$ cat config.mk
export PLATFORM = sky130hd
export DESIGN_NAME = qbp_port
export DESIGN_NICKNAME = d
export VERILOG_FILES = /design/src/rtl/qbp_pkg.sv /design/src/rtl/qbp_latch.sv /design/src/rtl/qbp_drive.sv /design/src/rtl/qbp_pinsel.sv /design/src/rtl/qbp_sync.sv /design/src/rtl/qbp_port.sv
export SDC_FILE = /design/constraint.sdc
export NUM_CORES = 1
export LEC_CHECK = 0
export ABC_AREA = 1
export BUFFER_PORTS_ARGS = -buffer_cell sky130_fd_sc_hd__buf_4
export CORE_AREA = 5 5 60 83
export CTS_CLUSTER_DIAMETER = 40
export DETAILED_ROUTE_END_ITERATION = 7
export DIE_AREA = 0 0 65 88
export GPL_ROUTABILITY_DRIVEN = 0
export PLACE_DENSITY_LB_ADDON = 0.1
export SETUP_SLACK_MARGIN = 0.15
export SLEW_MARGIN = 20
export SYNTH_ARGS = -nofsm -noshare
export SYNTH_HDL_FRONTEND = slang
export SYNTH_HIERARCHICAL = 1
export SYNTH_SLANG_ARGS = --single-unit
export TNS_END_PERCENT = 10
$ cat constraint.sdc
create_clock -name clk -period 0.8 [get_ports clk]
set_clock_uncertainty 0.15 [all_clocks]
set_input_delay 0.16 -clock clk [delete_from_list [all_inputs] [get_ports clk]]
set_output_delay 0.16 -clock clk [all_outputs]
set_load 0.1 [all_outputs]
$ cat src/rtl/qbp_pkg.sv
package qbp_pkg;

  // Kind of latch update chosen in a given cycle; byte write wins over bit write.
  typedef enum logic [1:0] {
    WR_NONE = 2'd0,
    WR_BYTE = 2'd1,
    WR_BIT  = 2'd2
  } wr_kind_e;

  function automatic wr_kind_e pick_write(input logic byte_req, input logic bit_req);
    if (byte_req) return WR_BYTE;
    if (bit_req)  return WR_BIT;
    return WR_NONE;
  endfunction

endpackage

$ cat src/rtl/qbp_latch.sv
module qbp_latch
  import qbp_pkg::*;
#(
  parameter int WIDTH = 8,
  localparam int SELW = (WIDTH > 1) ? $clog2(WIDTH) : 1
) (
  input  logic             clk,
  input  logic             rst,
  input  logic             wr_en,
  input  logic [WIDTH-1:0] wr_data,
  input  logic             bit_wr_en,
  input  logic [SELW-1:0]  bit_sel,
  input  logic             bit_val,
  output logic [WIDTH-1:0] latch_q
);

  // One-hot mask of the bit addressed by a single-bit write.
  function automatic logic [WIDTH-1:0] sel_mask(input logic [SELW-1:0] sel);
    logic [WIDTH-1:0] m;
    m = '0;
    for (int i = 0; i < WIDTH; i++) begin
      if (SELW'(i) == sel) m[i] = 1'b1;
    end
    return m;
  endfunction

  // New latch contents for a single-bit write: based on the latch, never the pad.
  function automatic logic [WIDTH-1:0] merge_bit(input logic [WIDTH-1:0] cur,
                                                 input logic [SELW-1:0]  sel,
                                                 input logic             val);
    logic [WIDTH-1:0] m;
    m = sel_mask(sel);
    return (cur & ~m) | (val ? m : '0);
  endfunction

  wr_kind_e         wr_kind;
  logic [WIDTH-1:0] latch_next;

  assign wr_kind = pick_write(wr_en, bit_wr_en);

  always_comb begin
    unique case (wr_kind)
      WR_BYTE: latch_next = wr_data;
      WR_BIT:  latch_next = merge_bit(latch_q, bit_sel, bit_val);
      default: latch_next = latch_q;
    endcase
  end

  always_ff @(posedge clk or posedge rst) begin
    if (rst) latch_q <= '1;
    else     latch_q <= latch_next;
  end


  reset_ones_chk: assert property (@(posedge clk) rst |-> (latch_q == '1))
    else $error("latch not all ones during reset");


  byte_write_chk: assert property (@(posedge clk) disable iff (rst)
    wr_en |=> (latch_q == $past(wr_data)))
    else $error("byte write did not load latch");


  bit_target_chk: assert property (@(posedge clk) disable iff (rst)
    (bit_wr_en && !wr_en) |=> ((latch_q & sel_mask($past(bit_sel))) ==
                               ($past(bit_val) ? sel_mask($past(bit_sel)) : '0)))
    else $error("bit write did not set selected bit");


  bit_others_chk: assert property (@(posedge clk) disable iff (rst)
    (bit_wr_en && !wr_en) |=> (((latch_q ^ $past(latch_q)) & ~sel_mask($past(bit_sel))) == '0))
    else $error("bit write disturbed other bits");


  hold_chk: assert property (@(posedge clk) disable iff (rst)
    (!wr_en && !bit_wr_en) |=> $stable(latch_q))
    else $error("latch changed without write");

endmodule

$ cat src/rtl/qbp_drive.sv
module qbp_drive #(
  parameter int WIDTH   = 8,
  parameter int CMP_BIT = 6
) (
  input  logic [WIDTH-1:0] latch_q,
  output logic [WIDTH-1:0] pull_low
);

  for (genvar i = 0; i < WIDTH; i++) begin : g_bit
    if (i == CMP_BIT) begin : g_cmp
      assign pull_low[i] = 1'b0;
    end else begin : g_io
      assign pull_low[i] = ~latch_q[i];
    end
  end

endmodule

$ cat src/rtl/qbp_pinsel.sv
module qbp_pinsel #(
  parameter int WIDTH   = 8,
  parameter int CMP_BIT = 6
) (
  input  logic [WIDTH-1:0] pad_in,
  input  logic             cmp_in,
  output logic [WIDTH-1:0] sense
);

  for (genvar i = 0; i < WIDTH; i++) begin : g_bit
    if (i == CMP_BIT) begin : g_cmp
      assign sense[i] = cmp_in;
    end else begin : g_io
      assign sense[i] = pad_in[i];
    end
  end

endmodule

$ cat src/rtl/qbp_sync.sv
module qbp_sync #(
  parameter int WIDTH  = 8,
  parameter int STAGES = 2
) (
  input  logic             clk,
  input  logic             rst,
  input  logic [WIDTH-1:0] d,
  output logic [WIDTH-1:0] q
);

  logic [WIDTH-1:0] stage [STAGES];

  for (genvar s = 0; s < STAGES; s++) begin : g_stage
    if (s == 0) begin : g_first
      always_ff @(posedge clk or posedge rst) begin
        if (rst) stage[s] <= '1;
        else     stage[s] <= d;
      end
    end else begin : g_next
      always_ff @(posedge clk or posedge rst) begin
        if (rst) stage[s] <= '1;
        else     stage[s] <= stage[s-1];
      end
    end
  end

  assign q = stage[STAGES-1];

  // Edges seen since reset, saturating; gates the latency check.
  logic [1:0] age;
  always_ff @(posedge clk or posedge rst) begin
    if (rst)            age <= 2'd0;
    else if (age != 2'd2) age <= age + 2'd1;
  end

  if (STAGES == 2) begin : g_lat_chk

    sync_latency_chk: assert property (@(posedge clk) disable iff (rst)
      (age == 2'd2) |-> (q == $past(d, 2)))
      else $error("synchronizer latency wrong");
  end

endmodule

$ cat src/rtl/qbp_port.sv
module qbp_port #(
  parameter int WIDTH   = 8,
  parameter int CMP_BIT = 6,
  parameter int STAGES  = 2,
  localparam int SELW   = (WIDTH > 1) ? $clog2(WIDTH) : 1
) (
  input  logic             clk,
  input  logic             rst,
  input  logic             wr_en,
  input  logic [WIDTH-1:0] wr_data,
  input  logic             bit_wr_en,
  input  logic [SELW-1:0]  bit_sel,
  input  logic             bit_val,
  input  logic [WIDTH-1:0] pad_in,
  input  logic             cmp_in,
  output logic [WIDTH-1:0] latch_rd,
  output logic [WIDTH-1:0] pin_rd,
  output logic [WIDTH-1:0] pad_pull_low
);

  logic [WIDTH-1:0] latch_q;
  logic [WIDTH-1:0] sense;

  qbp_latch #(.WIDTH(WIDTH)) u_latch (
    .clk(clk), .rst(rst), .wr_en(wr_en), .wr_data(wr_data),
    .bit_wr_en(bit_wr_en), .bit_sel(bit_sel), .bit_val(bit_val),
    .latch_q(latch_q)
  );

  qbp_drive #(.WIDTH(WIDTH), .CMP_BIT(CMP_BIT)) u_drive (
    .latch_q(latch_q), .pull_low(pad_pull_low)
  );

  qbp_pinsel #(.WIDTH(WIDTH), .CMP_BIT(CMP_BIT)) u_pinsel (
    .pad_in(pad_in), .cmp_in(cmp_in), .sense(sense)
  );

  qbp_sync #(.WIDTH(WIDTH), .STAGES(STAGES)) u_sync (
    .clk(clk), .rst(rst), .d(sense), .q(pin_rd)
  );

  assign latch_rd = latch_q;


  reset_release_chk: assert property (@(posedge clk) rst |-> (pad_pull_low == '0))
    else $error("pad driven low during reset");


  cmp_no_drive_chk: assert property (@(posedge clk) disable iff (rst)
    !pad_pull_low[CMP_BIT])
    else $error("comparator bit drives a pad");

  for (genvar i = 0; i < WIDTH; i++) begin : g_drv_chk
    if (i != CMP_BIT) begin : g_io

      drive_after_write_chk: assert property (@(posedge clk) disable iff (rst)
        wr_en |=> (pad_pull_low[i] == !$past(wr_data[i])))
        else $error("pad drive does not follow written latch");
    end
  end

endmodule

==> results of run 1 <==
==> synthesized netlist by cell type <==
master    instances
inv_2             3
inv_1            11
o211ai_1          1
nor2_2            2
nand2_2           2
inv_4             1
nand4_1           2
buf_4            17
dfstp_2          24
buf_2             1
nor2_1            5
nand3_1           9
buf_6             1
conb_1            1
nand2_8           1
o21ai_1           2
nor2_8            1
nand2_1          52
==> through the flow <==
stage | setup slack [ps] | area [um^2] | setup TNS, ps
global placement | -415.0 | 1567 | -10050
detailed placement | -421.6 | 1567 | -10250
global route | -725.7 | 1829 | -16120
finish | -689.2 | 1829 | -15070
CTS | -693.7 | 1792 | -15450
floorplan | -783.3 | 1244 | -13120
==> what timing repair did <==
| action | CTS | global route |
|---|---|---|
| hold endpoints to repair | 24 | 24 |
| gates resized for setup | 45 | 9 |
| pin swaps | 7 | 0 |
| setup endpoints to repair | 39 | 39 |
==> cells by family after synthesis <==
kind of cell / synth area share (%)
buffers and inverters: 17.02
AND/OR/NAND/NOR: 28.26
AO/OA/AOI/OAI: 1.471
other: 0.3148
flip-flops: 52.94
==> worst max-delay path, cell delays in order, from the launching register on <==
cell        delay [ps]
dfstp_4            650
clkinvlp_4          90
buf_8              170
==> final timing paths <==
kind,from,end,slack (ps)
hold / removal,pad_in[5],u_sync/stage[13],-150
setup / recovery,register,pad_pull_low[5],-690
max in group asynchronous,rst,async pin,480
setup reg to reg,register,register,-210
min in group asynchronous,rst,u_sync/q[0],-70
hold reg to reg,u_sync/stage[9],u_sync/q[1],210
==> cell type report <==
cell class | instances | share of cell area [%]
clock buffer | 4 | 2.462
inverter | 15 | 4.651
multi-input combinational | 78 | 19.56
sequential | 24 | 35.91
tap | 45 | 3.078
timing repair buffer | 53 | 34.34
==> layer usage <==
metal | track usage, % | vias up
met5 | 0 | -
met4 | 3.462 | 0
met3 | 3.081 | 2
met2 | 16.95 | 34
met1 | 10.71 | 414
li1 | - | 467
==> where the power goes <==
| group | switching (W) | total, W | internal [W] | leakage (nW) |
|---|---|---|---|---|
| combinational | 0.00101 | 0.00148 | 0.000477 | 0.584 |
| clock | 0.000361 | 0.000716 | 0.000355 | 0.0228 |
| sequential | 0.0000958 | 0.00148 | 0.00139 | 0.256 |
| total | 0.00146 | 0.00368 | 0.00222 | 0.863 |
==> impl_metrics.yaml, run 1 <==
critical_path:
  critPathRequiredTime_ps: 490
  critPathArrivalTime_ps: 1180
  setup.worst_path.class: "reg -> out"
  path_max_fanout: 3
  endpoint_kind: "primary output"
  r2r_cells: 2
  critPathLaunchType: "register"
die:
  num_io_pins: 49
  fp.dieW_um: 65
  placementRows: 28
  fp.dieH_um: 88
  dieArea_um2: 5720
  core_um2: 4169
  start_util_pct: 28.57
routing:
  drt_iter0_markers: 24
  route.met3.wl_um: 233
  drt-wirelength-per-cell_um: 11.47
  drc: 0
  viasPerCell: 4.187
  dr.pass1.iters: 4
  route.vias.total: 917
  antenna_left: 0
  met2_wirelength_um: 1295
  drt-total-wl_um: 2513
  wl_met1_um: 967
  dr.max_layer_used: "met4"
timing:
  hold_viol_final: 32
  setup_violations: 31
  fin_crit_sh_pct: 186.2
  holdWs_ps: -152.3
  rsz0062_at_grt: "true"
  setup_slack_ps: -689.2
  slew_violations: 0
  fin_crit_ps: 1489
  max_freq_ghz: 0.6715
final_layout:
  nFillCells: 406
  regArea_um2: 656.9
  layout_common_cells: "nand2_1 (52), buf_4 (29), dfstp_2 (17)"
  final_nets: 200
  multi_input_area_um2: 357.8
  drive_gt1_share_pct: 55.75
  final_cells: 219
  synthToLayoutAreaGrowth_pct: 53.57
  antenna_cells: 0
  utilization_pct: 43.88
  layout_commonest_cell: "nand2_1"
global_routing:
  antenna_found_initial: 0
  grtUsageTotal_pct: 9.586
  gr-total-overflow: 0
  grt_start_max_net_pins: 17
  grt_pass1_wl_um: 4264
  grt_pass1_vias: 964
clock_tree:
  cts_tree: "yes"
  htree_levels: 1
  clk_latency_ps: 260
  clock_path_buffers: 2
  cts.sinks: 24
  cts_root_buf: "clkbuf_8"
  path_clk_slew_ps: 80
  cts_buffers: 3
  cts_setup_buffers: 0
placed_design:
  numPortBuffers: 46
  dp_hpwl_um: 1984
  dp_cells: 215
job:
  cap_violations: 0
synth:
  synth_top_area_cell: "dfstp_2"
  synth_cells: 136
  synth-seq-cells: 24
  synth_area_leaders: "dfstp_2 (53%), nand2_1 (16%), buf_4 (11%)"
  synth_seq_area_share_pct: 52.94
  netlist.area_leader.share_pct: 52.94
  yosys_warnings: 6
  syn-cell-area_um2: 1191
  synth_fp_nets: 161
  postSynthAreaPerCell_um2: 8.758
  ys_types: 18
power_and_ir_drop:
  peakVddDrop_mv: 0.9007
  leakagePower_nw: 0.8630
  p_total_w: 0.003683
  p_per_area_nw_per_um2: 2014
hold_path:
  hold_depth: 1
  hold_path_class: "in -> reg"
outcome:
  violations: "negative hold slack, negative setup slack"
  status: "complete, but fails checks"
(Power assumes the default switching activity.)
==> inputs of run 2 (changes only) <==
--- a/config.mk
+++ b/config.mk
@@ -13,7 +13,9 @@
 export DIE_AREA = 0 0 65 88
 export GPL_ROUTABILITY_DRIVEN = 0
 export PLACE_DENSITY_LB_ADDON = 0.1
+export REMOVE_ABC_BUFFERS = 1
 export SETUP_SLACK_MARGIN = 0.15
+export SKIP_LAST_GASP = 1
 export SLEW_MARGIN = 20
 export SYNTH_ARGS = -nofsm -noshare
 export SYNTH_HDL_FRONTEND = slang
==> run 2 against run 1 <==
The run still ends with negative hold slack, negative setup slack left. Via count up 0.11%. Worst hold slack better by 1.6 ps. Sequential power down 4%. Core utilization down 3.2 points. Routed wire length down 2.2%. Critical path type unchanged.
==> impl_metrics.yaml, run 2 (synthesis gave the netlist of run 1 again) <==
timing:
  fin_crit_sh_pct: 169.3
  rsz0062_at_grt: "true"
  setup_violations: 31
  holdWs_ps: -150.7
  slew_violations: 0
  hold_viol_final: 32
  setup_slack_ps: -554.7
  fin_crit_ps: 1355
  max_freq_ghz: 0.7382
die:
  start_util_pct: 28.57
  num_io_pins: 49
  fp.dieH_um: 88
  placementRows: 28
  dieArea_um2: 5720
  fp.dieW_um: 65
  core_um2: 4169
hold_path:
  hp-start: "pad_in[5]"
  hold_path_class: "in -> reg"
  min_to: "u_sync/stage[13]"
  hold_depth: 1
power_and_ir_drop:
  peakVddDrop_mv: 1.082
  leakagePower_nw: 0.8574
  power_frac_comb_pct: 38.9
  clockPowerShare_pct: 21.9
  p_sw_w: 0.001421
  seq_power_share_pct: 39.2
  p_per_area_nw_per_um2: 2136
  p_int_w: 0.002203
  swShare_pct: 39.21
routing:
  drc: 0
  drt-wirelength-per-cell_um: 11.17
  dr.pass1.iters: 4
  route.vias.total: 918
  drt_iter0_markers: 39
  viasPerCell: 4.173
  drt-total-wl_um: 2458
  antenna_left: 0
clock_tree:
  cts_buffers: 3
  clk_latency_ps: 260
  path_clk_slew_ps: 80
  htree_levels: 1
  cts_root_buf: "clkbuf_8"
  clock_path_buffers: 2
  cts_tree: "yes"
  cts.sinks: 24
critical_path:
  setup.worst_path.class: "reg -> out"
  critPathArrivalTime_ps: 1040
  r2r_cells: 2
  critPathLaunchType: "register"
  critPathRequiredTime_ps: 490
  path_max_fanout: 3
  r2r_slack_ps: -130
  endpoint_kind: "primary output"
  path_buf_inv: 1
  crit_family: "flip-flops"
  slowest_delay_ps: 560
  path_cells: "buf_6"
  crit_slowest_cell: "dfstp_2"
final_layout:
  antenna_cells: 0
  final_nets: 201
  layout_common_cells: "nand2_1 (52), buf_4 (30), dfstp_2 (24)"
  layout_commonest_cell: "nand2_1"
  drive_gt1_share_pct: 54.29
  nFillCells: 411
  synthToLayoutAreaGrowth_pct: 42.44
global_routing:
  grt_start_max_net_pins: 17
  grt_pass1_vias: 993
  gr-total-overflow: 0
  antenna_found_initial: 0
  grtUsageTotal_pct: 9.451
  grt_pass1_wl_um: 4215
placed_design:
  dp_slack_ps: -323.4
  numPortBuffers: 46
  dp_hpwl_um: 1972
outcome:
  status: "complete, but fails checks"
  violations: "negative hold slack, negative setup slack"
job:
  cap_violations: 0
## run 2: layer usage
metal | routed length [um] | up-vias | track usage (%)
met1 | 944 | 416 | 9.760
li1 | - | 467 | -
met4 | 40 | 0 | 4.038
met2 | 1286 | 30 | 17.69
met3 | 186 | 5 | 2.567
met5 | 0 | - | 0
## run 2: final cells by class
cell class              count  area [um^2]  area share (%)
clock buffers               4        55.05           3.245
multi-input cells          78        357.8           21.09
inverters                  15        58.81           3.466
repair buffers             54        538.0           31.71
flip-flops and latches     24        630.6           37.17
well taps                  45        56.30           3.319
## run 2: through the flow
| step | TNS [ps] | area, um^2 | total power, W | cells | utilization (%) |
|---|---|---|---|---|---|
| finish | -13180 | 1697 | 0.003624 | 220 | 40.70 |
| floorplan | -15370 | 1047 | 0.002382 | 117 | - |
| global route | -14470 | 1697 | 0.003799 | 220 | 40.70 |
| detailed placement | -8697 | 1521 | 0.002726 | 216 | 36.49 |
| CTS | -13560 | 1688 | 0.003668 | 220 | 40.49 |
| global placement | -8581 | 1521 | 0.002721 | 216 | 36.49 |
## run 2: worst max path at each step
stage / endpoint / depth (start not counted)
after global placement: latch_rd[1] / 1
after CTS: pad_pull_low[3] / 2
final: latch_rd[4] / 1
after global routing: pad_pull_low[0] / 2
after detailed placement: latch_rd[3] / 1
after floorplan: pad_pull_low[1] / 1
## run 2: what timing repair did
action | 4_1_cts | 5_1_grt
setup endpoints to repair | 39 | 39
setup buffers | 0 | 0
resized for setup | 31 | 3
endpoints found under the hold margin | 24 | 24
## run 2: power groups by stage
stage / registers (W) / clock network, W / logic [W]
detailed placement: 0.00142 / 0 / 0.00130
CTS: 0.00142 / 0.000834 / 0.00141
finish: 0.00142 / 0.000794 / 0.00141
floorplan: 0.00191 / 0 / 0.000475
global placement: 0.00142 / 0 / 0.00130
global route: 0.00143 / 0.000895 / 0.00147
